<file path="config.mk">
export PLATFORM = sky130hd
export DESIGN_NAME = rtc_alarm_irq
export DESIGN_NICKNAME = d
export VERILOG_FILES = /design/src/rtl/rtc_alarm_pkg.sv /design/src/rtl/rtc_alarm_ctrl.sv /design/src/rtl/rtc_alarm_flags.sv /design/src/rtl/rtc_alarm_irq.sv
export SDC_FILE = /design/constraint.sdc
export NUM_CORES = 1
export LEC_CHECK = 0
export ABC_CLOCK_PERIOD_IN_PS = 1200
export BUFFER_PORTS_ARGS = -buffer_cell sky130_fd_sc_hd__buf_2
export CELL_PAD_IN_SITES_DETAIL_PLACEMENT = 1
export CELL_PAD_IN_SITES_GLOBAL_PLACEMENT = 2
export CORE_UTILIZATION = 18
export CTS_BUF_LIST = sky130_fd_sc_hd__clkbuf_8
export DETAILED_ROUTE_END_ITERATION = 8
export HOLD_SLACK_MARGIN = 0.1
export PLACE_DENSITY_LB_ADDON = 0.1
export RECOVER_POWER = 50
export SLEW_MARGIN = 20
export SYNTH_ARGS = -nofsm -noshare
export SYNTH_HDL_FRONTEND = slang
export SYNTH_SLANG_ARGS = --single-unit
</file>
<file path="constraint.sdc">
create_clock -name clk -period 1.2 [get_ports clk]
set_input_delay 0.24 -clock clk [delete_from_list [all_inputs] [get_ports clk]]
set_output_delay 0.24 -clock clk [all_outputs]
set_load 0.02 [all_outputs]
</file>
<file path="src/rtl/rtc_alarm_pkg.sv">
package rtc_alarm_pkg;
  localparam int NUM_ALARMS = 2;
  localparam int ALARM_WK   = 0;
  localparam int ALARM_DY   = 1;
  // bit positions shared by wrSel, wrData and statusFlags
  localparam int SEL_PER    = 0;
  localparam int SEL_WK     = 1;
  localparam int SEL_DY     = 2;
  localparam int FLAG_W     = 3;

  typedef struct packed {
    logic [NUM_ALARMS-1:0] setAlarm;
    logic [NUM_ALARMS-1:0] clrAlarm;
    logic                  setPer;
    logic                  clrPer;
  } flagStrobes_t;
endpackage

</file>
<file path="src/rtl/rtc_alarm_ctrl.sv">
module rtc_alarm_ctrl
  import rtc_alarm_pkg::*;
#(
  parameter int MIN_W   = 7,
  parameter int HOUR_W  = 6,
  parameter int DAY_W   = 3,
  parameter int DAYS    = 7,
  parameter int SET_DLY = 2
) (
  input  logic              clk,
  input  logic              rst_n,
  input  logic [MIN_W-1:0]  curMin,
  input  logic [HOUR_W-1:0] curHour,
  input  logic [DAY_W-1:0]  curDay,
  input  logic [MIN_W-1:0]  wkMin,
  input  logic [HOUR_W-1:0] wkHour,
  input  logic [DAYS-1:0]   wkDays,
  input  logic [MIN_W-1:0]  dyMin,
  input  logic [HOUR_W-1:0] dyHour,
  input  logic              periodicEvt,
  input  logic              wrEn,
  input  logic [FLAG_W-1:0] wrSel,
  input  logic [FLAG_W-1:0] wrData,
  output flagStrobes_t      strobes
);
  logic [DAYS-1:0]       dayDecode;
  logic [NUM_ALARMS-1:0] hit, hitPrev, hitEdge, setDone;
  logic [FLAG_W-1:0]     clrBits;

  assign dayDecode    = DAYS'(1) << curDay;
  assign hit[ALARM_WK] = (curMin == wkMin) && (curHour == wkHour) && |(wkDays & dayDecode);
  assign hit[ALARM_DY] = (curMin == dyMin) && (curHour == dyHour);
  assign hitEdge       = hit & ~hitPrev;

  always_ff @(posedge clk or negedge rst_n) begin
    if (!rst_n) hitPrev <= '0;
    else        hitPrev <= hit;
  end

  for (genvar a = 0; a < NUM_ALARMS; a++) begin : g_delay
    logic [SET_DLY-1:0] dlyPipe;
    if (SET_DLY == 1) begin : g_single
      always_ff @(posedge clk or negedge rst_n) begin
        if (!rst_n) dlyPipe <= '0;
        else        dlyPipe <= hitEdge[a];
      end
    end else begin : g_multi
      always_ff @(posedge clk or negedge rst_n) begin
        if (!rst_n) dlyPipe <= '0;
        else        dlyPipe <= {dlyPipe[SET_DLY-2:0], hitEdge[a]};
      end
    end
    assign setDone[a] = dlyPipe[SET_DLY-1];

    // a match produces one set strobe, never two back to back
    assert_single_set_R6: assert property (@(posedge clk) disable iff (!rst_n)
      setDone[a] |=> !setDone[a]);
  end

  assign clrBits = {FLAG_W{wrEn}} & wrSel & ~wrData;

  always_comb begin
    strobes                    = '0;
    strobes.setAlarm           = setDone;
    strobes.clrAlarm[ALARM_WK] = clrBits[SEL_WK];
    strobes.clrAlarm[ALARM_DY] = clrBits[SEL_DY];
    strobes.setPer             = periodicEvt;
    strobes.clrPer             = clrBits[SEL_PER];
  end
endmodule

</file>
<file path="src/rtl/rtc_alarm_flags.sv">
module rtc_alarm_flags
  import rtc_alarm_pkg::*;
(
  input  logic                  clk,
  input  logic                  rst_n,
  input  flagStrobes_t          strobes,
  input  logic [NUM_ALARMS-1:0] alarmEn,
  output logic [FLAG_W-1:0]     statusFlags,
  output logic                  intPerN,
  output logic [NUM_ALARMS-1:0] intAlarmN
);
  logic [NUM_ALARMS-1:0] alarmFlag, alarmRead;
  logic                  perFlag;

  for (genvar a = 0; a < NUM_ALARMS; a++) begin : g_alarm
    always_ff @(posedge clk or negedge rst_n) begin
      if (!rst_n)                     alarmFlag[a] <= 1'b0;
      else if (!alarmEn[a])           alarmFlag[a] <= 1'b0;
      else if (strobes.setAlarm[a])   alarmFlag[a] <= 1'b1;
      else if (strobes.clrAlarm[a])   alarmFlag[a] <= 1'b0;
    end
    assign alarmRead[a] = alarmFlag[a] & alarmEn[a];
    assign intAlarmN[a] = ~alarmRead[a];

    // a set strobe wins over a clear on the same edge
    assert_set_wins_R10: assert property (@(posedge clk) disable iff (!rst_n)
      (strobes.setAlarm[a] && alarmEn[a]) |=> alarmFlag[a]);
    // a clear without a set lowers the flag
    assert_clear_zero_R4: assert property (@(posedge clk) disable iff (!rst_n)
      (strobes.clrAlarm[a] && !strobes.setAlarm[a]) |=> !alarmFlag[a]);
    // without a clear the flag holds while enabled
    assert_flag_holds_R5: assert property (@(posedge clk) disable iff (!rst_n)
      (alarmFlag[a] && !strobes.clrAlarm[a] && alarmEn[a]) |=> alarmFlag[a]);
    // a disabled alarm loses its flag
    assert_disabled_clear_R8: assert property (@(posedge clk) disable iff (!rst_n)
      !alarmEn[a] |=> !alarmFlag[a]);
    // the flag rises only on a delayed set strobe
    assert_rise_needs_set_R3: assert property (@(posedge clk) disable iff (!rst_n)
      $rose(alarmFlag[a]) |-> $past(strobes.setAlarm[a]));
  end

  always_ff @(posedge clk or negedge rst_n) begin
    if (!rst_n)              perFlag <= 1'b0;
    else if (strobes.setPer) perFlag <= 1'b1;
    else if (strobes.clrPer) perFlag <= 1'b0;
  end

  // a periodic event sets the flag on that edge
  assert_per_set_R9: assert property (@(posedge clk) disable iff (!rst_n)
    strobes.setPer |=> perFlag);

  always_comb begin
    statusFlags          = '0;
    statusFlags[SEL_PER] = perFlag;
    statusFlags[SEL_WK]  = alarmRead[ALARM_WK];
    statusFlags[SEL_DY]  = alarmRead[ALARM_DY];
  end
  assign intPerN = ~perFlag;
endmodule

</file>
<file path="src/rtl/rtc_alarm_irq.sv">
module rtc_alarm_irq
  import rtc_alarm_pkg::*;
#(
  parameter int MIN_W   = 7,
  parameter int HOUR_W  = 6,
  parameter int DAY_W   = 3,
  parameter int DAYS    = 7,
  parameter int SET_DLY = 2
) (
  input  logic              clk,
  input  logic              rst_n,
  input  logic [MIN_W-1:0]  curMin,
  input  logic [HOUR_W-1:0] curHour,
  input  logic [DAY_W-1:0]  curDay,
  input  logic [MIN_W-1:0]  wkAlarmMin,
  input  logic [HOUR_W-1:0] wkAlarmHour,
  input  logic [DAYS-1:0]   wkAlarmDays,
  input  logic [MIN_W-1:0]  dyAlarmMin,
  input  logic [HOUR_W-1:0] dyAlarmHour,
  input  logic              wkAlarmEn,
  input  logic              dyAlarmEn,
  input  logic              periodicEvt,
  input  logic              wrEn,
  input  logic [2:0]        wrSel,
  input  logic [2:0]        wrData,
  output logic [2:0]        statusFlags,
  output logic              intPeriodN,
  output logic              intWeekN,
  output logic              intDailyN
);
  flagStrobes_t          strobes;
  logic [NUM_ALARMS-1:0] alarmEn, intAlarmN;

  assign alarmEn[ALARM_WK] = wkAlarmEn;
  assign alarmEn[ALARM_DY] = dyAlarmEn;

  rtc_alarm_ctrl #(
    .MIN_W(MIN_W), .HOUR_W(HOUR_W), .DAY_W(DAY_W), .DAYS(DAYS), .SET_DLY(SET_DLY)
  ) ctrl_i (
    .clk(clk), .rst_n(rst_n),
    .curMin(curMin), .curHour(curHour), .curDay(curDay),
    .wkMin(wkAlarmMin), .wkHour(wkAlarmHour), .wkDays(wkAlarmDays),
    .dyMin(dyAlarmMin), .dyHour(dyAlarmHour),
    .periodicEvt(periodicEvt),
    .wrEn(wrEn), .wrSel(wrSel), .wrData(wrData),
    .strobes(strobes)
  );

  rtc_alarm_flags flags_i (
    .clk(clk), .rst_n(rst_n),
    .strobes(strobes), .alarmEn(alarmEn),
    .statusFlags(statusFlags), .intPerN(intPeriodN), .intAlarmN(intAlarmN)
  );

  assign intWeekN  = intAlarmN[ALARM_WK];
  assign intDailyN = intAlarmN[ALARM_DY];

  // each output is low exactly while its status bit reads 1
  assert_out_tracks_R7: assert property (@(posedge clk) disable iff (!rst_n)
    (intWeekN != statusFlags[1]) && (intDailyN != statusFlags[2]) && (intPeriodN != statusFlags[0]));
endmodule

</file>
==> report_table.html <==
<table>
<tr><th>Metric</th><th>Value</th></tr>
<tr><th colspan="2">Run status</th></tr>
<tr><td>Status</td><td>complete, no violations</td></tr>
<tr><th colspan="2">Synth</th></tr>
<tr><td>Top-area cell type share of the netlist area</td><td>32.0%</td></tr>
<tr><td>Cell accounting for the most synthesized area</td><td>sky130_fd_sc_hd__dfrtp_1</td></tr>
<tr><td>Dominant cell by count in the synthesized netlist</td><td>sky130_fd_sc_hd__xor2_1</td></tr>
<tr><td>Number of synthesized register bits</td><td>9</td></tr>
<tr><td>Top area cells in the synthesized netlist</td><td>sky130_fd_sc_hd__dfrtp_1 (32%), sky130_fd_sc_hd__xor2_1 (20%), sky130_fd_sc_hd__xnor2_1 (12%)</td></tr>
<tr><td>Post-Synthesis Net Count</td><td>134</td></tr>
<tr><td>Post-synth EDFFs</td><td>0</td></tr>
<tr><td>Post-synth top flop</td><td>sky130_fd_sc_hd__dfrtp_1</td></tr>
<tr><td>Number of instances in the synthesized netlist</td><td>73</td></tr>
<tr><td>Mean area per synthesized cell</td><td>9.63 sq um</td></tr>
<tr><td>Share of the yosys chip area belonging to registers</td><td>32.0%</td></tr>
<tr><td>Post-synthesis cell area</td><td>703 sq um</td></tr>
<tr><td>Proportion of synthesized flip-flops having asynchronous set or reset</td><td>100%</td></tr>
<tr><td>Commonest cells post-synth</td><td>sky130_fd_sc_hd__xor2_1 (16), sky130_fd_sc_hd__xnor2_1 (10), sky130_fd_sc_hd__dfrtp_1 (9)</td></tr>
<tr><td>Yosys warning total</td><td>0</td></tr>
<tr><td>Distinct cell type count after synthesis</td><td>24</td></tr>
<tr><th colspan="2">Critical path</th></tr>
<tr><td>Critical path data arrival time</td><td>1.24 ns</td></tr>
<tr><td>R2R setup slack</td><td>0.21 ns</td></tr>
<tr><td>Crit Path Max Fanout</td><td>2</td></tr>
<tr><td>Worst setup EP type</td><td>flip-flop</td></tr>
<tr><td>Required arrival time at the worst endpoint</td><td>1.34 ns</td></tr>
<tr><td>Path type of the worst setup path</td><td>in2reg</td></tr>
<tr><td>Launching element type of the critical path</td><td>input pin</td></tr>
<tr><th colspan="2">Clock network</th></tr>
<tr><td>Clock tree from TritonCTS</td><td>done</td></tr>
<tr><td>Root buffer selected by CTS</td><td>sky130_fd_sc_hd__clkbuf_8</td></tr>
<tr><td>Clock Pin Slew Worst Setup and Hold Paths</td><td>0.04 ns</td></tr>
<tr><td>Inserted Clock Buffers</td><td>3</td></tr>
<tr><td>Number of buffers between clock root and the deepest sink</td><td>2</td></tr>
<tr><td>Clock latency reported for the late side of the worst-skew pair</td><td>0.23 ns</td></tr>
<tr><td>Clock sink count</td><td>9</td></tr>
<tr><td>CTS H-tree depth</td><td>1</td></tr>
<tr><th colspan="2">Drt</th></tr>
<tr><td>Number of vias in the routed layout</td><td>797</td></tr>
<tr><td>Number of remaining DRC errors</td><td>0</td></tr>
<tr><td>Post-detailed-route wirelength per cell</td><td>9.80 um</td></tr>
<tr><td>Initial drt markers</td><td>5</td></tr>
<tr><td>DRT antenna net count</td><td>0</td></tr>
<tr><td>Drt total wl</td><td>1940 um</td></tr>
<tr><td>Via density per instance</td><td>4.03</td></tr>
<tr><td>First-pass detailed-route iteration total</td><td>2</td></tr>
<tr><th colspan="2">STA</th></tr>
<tr><td>Unrepaired setup endpoints after global routing</td><td>yes</td></tr>
<tr><td>Actual transition at the worst max-transition pin</td><td>0.466 ns</td></tr>
<tr><td>Tightest slew margin relative to the limit</td><td>69.0%</td></tr>
<tr><td>Worst Skew</td><td>0.00134 ns</td></tr>
<tr><td>Maximum clock rate</td><td>903 MHz</td></tr>
<tr><td>Worst slack on hold paths</td><td>0.208 ns</td></tr>
<tr><td>Number of setup violations in the final report</td><td>0</td></tr>
<tr><td>Final max-slew violation count</td><td>0</td></tr>
<tr><td>Minimum period implied by the final worst setup slack</td><td>1.11 ns</td></tr>
<tr><td>Hold violation count in the final report</td><td>0</td></tr>
<tr><td>Crit share post-route</td><td>92.3%</td></tr>
<tr><th colspan="2">Cells and area</th></tr>
<tr><td>Layout cell share with drive strength beyond 1</td><td>53.3%</td></tr>
<tr><td>Non-filler instance count after layout</td><td>198</td></tr>
<tr><td>Layout net count</td><td>212</td></tr>
<tr><td>Antenna diode instance count</td><td>0</td></tr>
<tr><td>Area overhead of the layout relative to synthesis</td><td>70.5%</td></tr>
<tr><th colspan="2">Power</th></tr>
<tr><td>Max rail drop VDD</td><td>0.220 mV</td></tr>
<tr><td>Power per cell area</td><td>766 nW/um^2</td></tr>
<tr><td>Leakage Power</td><td>0.614 nW</td></tr>
<tr><th colspan="2">Global routing</th></tr>
<tr><td>GR Overflow Total</td><td>0</td></tr>
<tr><td>Pin count of the biggest net entering global routing</td><td>10</td></tr>
<tr><td>Number of antenna violations at the first check in global routing</td><td>0</td></tr>
<tr><td>GRT Util Overall</td><td>10.1%</td></tr>
<tr><td>Wire length of the first global-routing pass</td><td>3170 um</td></tr>
<tr><td>Vias in the first global route</td><td>835</td></tr>
<tr><th colspan="2">Hold path</th></tr>
<tr><td>Worst min path class</td><td>in2reg</td></tr>
<tr><th colspan="2">Job</th></tr>
<tr><td>MaxCap Viol Count</td><td>0</td></tr>
<tr><th colspan="2">Placement</th></tr>
<tr><td>Placed cell count</td><td>193</td></tr>
<tr><td>Number of buffers added on ports</td><td>66</td></tr>
<tr><td>Final RePlAce weighted congestion</td><td>0.647</td></tr>
<tr><td>HPWL after detailed placement</td><td>1800 um</td></tr>
<tr><th colspan="2">Floorplan</th></tr>
<tr><td>Floorplan row count</td><td>22</td></tr>
<tr><td>Initial Util</td><td>18.9%</td></tr>
<tr><td># IOs</td><td>67</td></tr>
<tr><td>CORE AREA</td><td>3720 sq um</td></tr>
<tr><td>Die footprint</td><td>4160 sq um</td></tr>
<tr><td>Die X-Extent</td><td>64.5 um</td></tr>
<tr><td>Die boundary height</td><td>64.5 um</td></tr>
</table>
-- placed cells by master (no fill, tap or decap), drive strengths merged, types with 2 or more instances in the layout --
| master | synthesis | layout |
|---|---|---|
| nor4 | 4 | 4 |
| nand4 | 2 | 2 |
| dfrtp | 9 | 9 |
| o21ai | 2 | 2 |
| inv | 4 | 5 |
| nor3 | 2 | 2 |
| or3 | 2 | 2 |
| nand3b | 2 | 2 |
| xnor2 | 10 | 10 |
| buf | 1 | 72 |
| nand2 | 5 | 5 |
| a21oi | 2 | 2 |
| mux2 | 2 | 2 |
| clkbuf | 0 | 4 |
| xor2 | 16 | 16 |
| nor2b | 4 | 4 |
-- cell type report --
cell class,instances,area [sq um]
Fill cell,459,2520
Tap cell,48,60.1
Inverter,4,15.0
Clock inverter,1,3.75
Timing Repair Buffer,74,392
Clock buffer,3,41.3
Sequential cell,9,225
Multi-Input combinational cell,59,462
-- stage by stage --
| stage | power, mW | util, % | TNS (ns) | worst slack [ns] | area, sq um |
|---|---|---|---|---|---|
| 6_report | 0.918 | 32.3 | 0 | 0.0930 | 1200 |
| 3_5_place_dp | 0.588 | 30.6 | -0.789 | -0.348 | 1140 |
| 4_1_cts | 0.938 | 32.3 | 0 | 0.0564 | 1200 |
| 5_1_grt | 0.977 | 32.3 | -0.00240 | -0.00240 | 1200 |
| 3_3_place_gp | 0.583 | 30.6 | -0.702 | -0.291 | 1140 |
| 2_1_floorplan | 0.426 | - | 0 | 0.0657 | 703 |
-- worst max-delay path: stages --
cell,delay (ns)
sky130_fd_sc_hd__buf_2,0.11
sky130_fd_sc_hd__buf_4,0.12
sky130_fd_sc_hd__xnor2_1,0.12
sky130_fd_sc_hd__nand4_1,0.10
sky130_fd_sc_hd__nor3_1,0.31
sky130_fd_sc_hd__nor3b_1,0.24
-- power breakdown --
part,internal [mW],total [mW],switching (mW)
Combinational,0.155,0.275,0.120
Clock,0.222,0.335,0.113
Sequential,0.307,0.308,0.00113
Total,0.684,0.918,0.234
-- state kept, by name (all words and copies together), names as in the netlist --
register and count:
flags_i.alarmFlag 2, ctrl_i.hitPrev 2, ctrl_i.g_delay.dlyPipe 4, flags_i.perFlag 1
-- cells by family after synthesis --
kind of cell           synth area share, %
multiplexers                          4.63
XOR/XNOR                              32.4
flip-flops                            32.0
AO/OA/AOI/OAI                         5.16
AND/OR/NAND/NOR                       22.6
buffers and inverters                 3.20
-- metal layers --
metal	share of wire (%)	global-route usage (%)	vias to the layer above	wire length (um)
li1	-	-	400	-
met1	38	10.0	344	734
met2	47	17.6	49	909
met3	14	4.05	4	271
met4	1.3	5.83	0	25
met5	0	0	-	0
-- timing repair --
action                                  in CTS  in global routing
endpoints found under the setup margin       2                  2
buffers inserted                             0                  0
pin swaps                                    2                  3
endpoints found under the hold margin        9                  0
resized for setup                            1                  0
hold buffers                                 1                  0
-- path summary, 6_finish.rpt --
check | start | cells past startpoint | to
setup / recovery | curMin[2] | 6 | ctrl_i.g_delay[1].dlyPipe[0]$_DFF_PN0_
hold / removal | periodicEvt | 2 | flags_i.perFlag$_DFFE_PN0P_
setup reg to reg | ctrl_i.hitPrev[0]$_DFF_PN0_ | 2 | ctrl_i.g_delay[0].dlyPipe[0]$_DFF_PN0_
hold reg to reg | ctrl_i.g_delay[1].dlyPipe[0]$_DFF_PN0_ | 0 | ctrl_i.g_delay[1].dlyPipe[1]$_DFF_PN0_
max in group asynchronous | rst_n | 2 | ctrl_i.hitPrev[1]$_DFF_PN0_
min in group asynchronous | rst_n | 2 | flags_i.alarmFlag[1]$_DFFE_PN0P_
(Power assumes the default switching activity.)
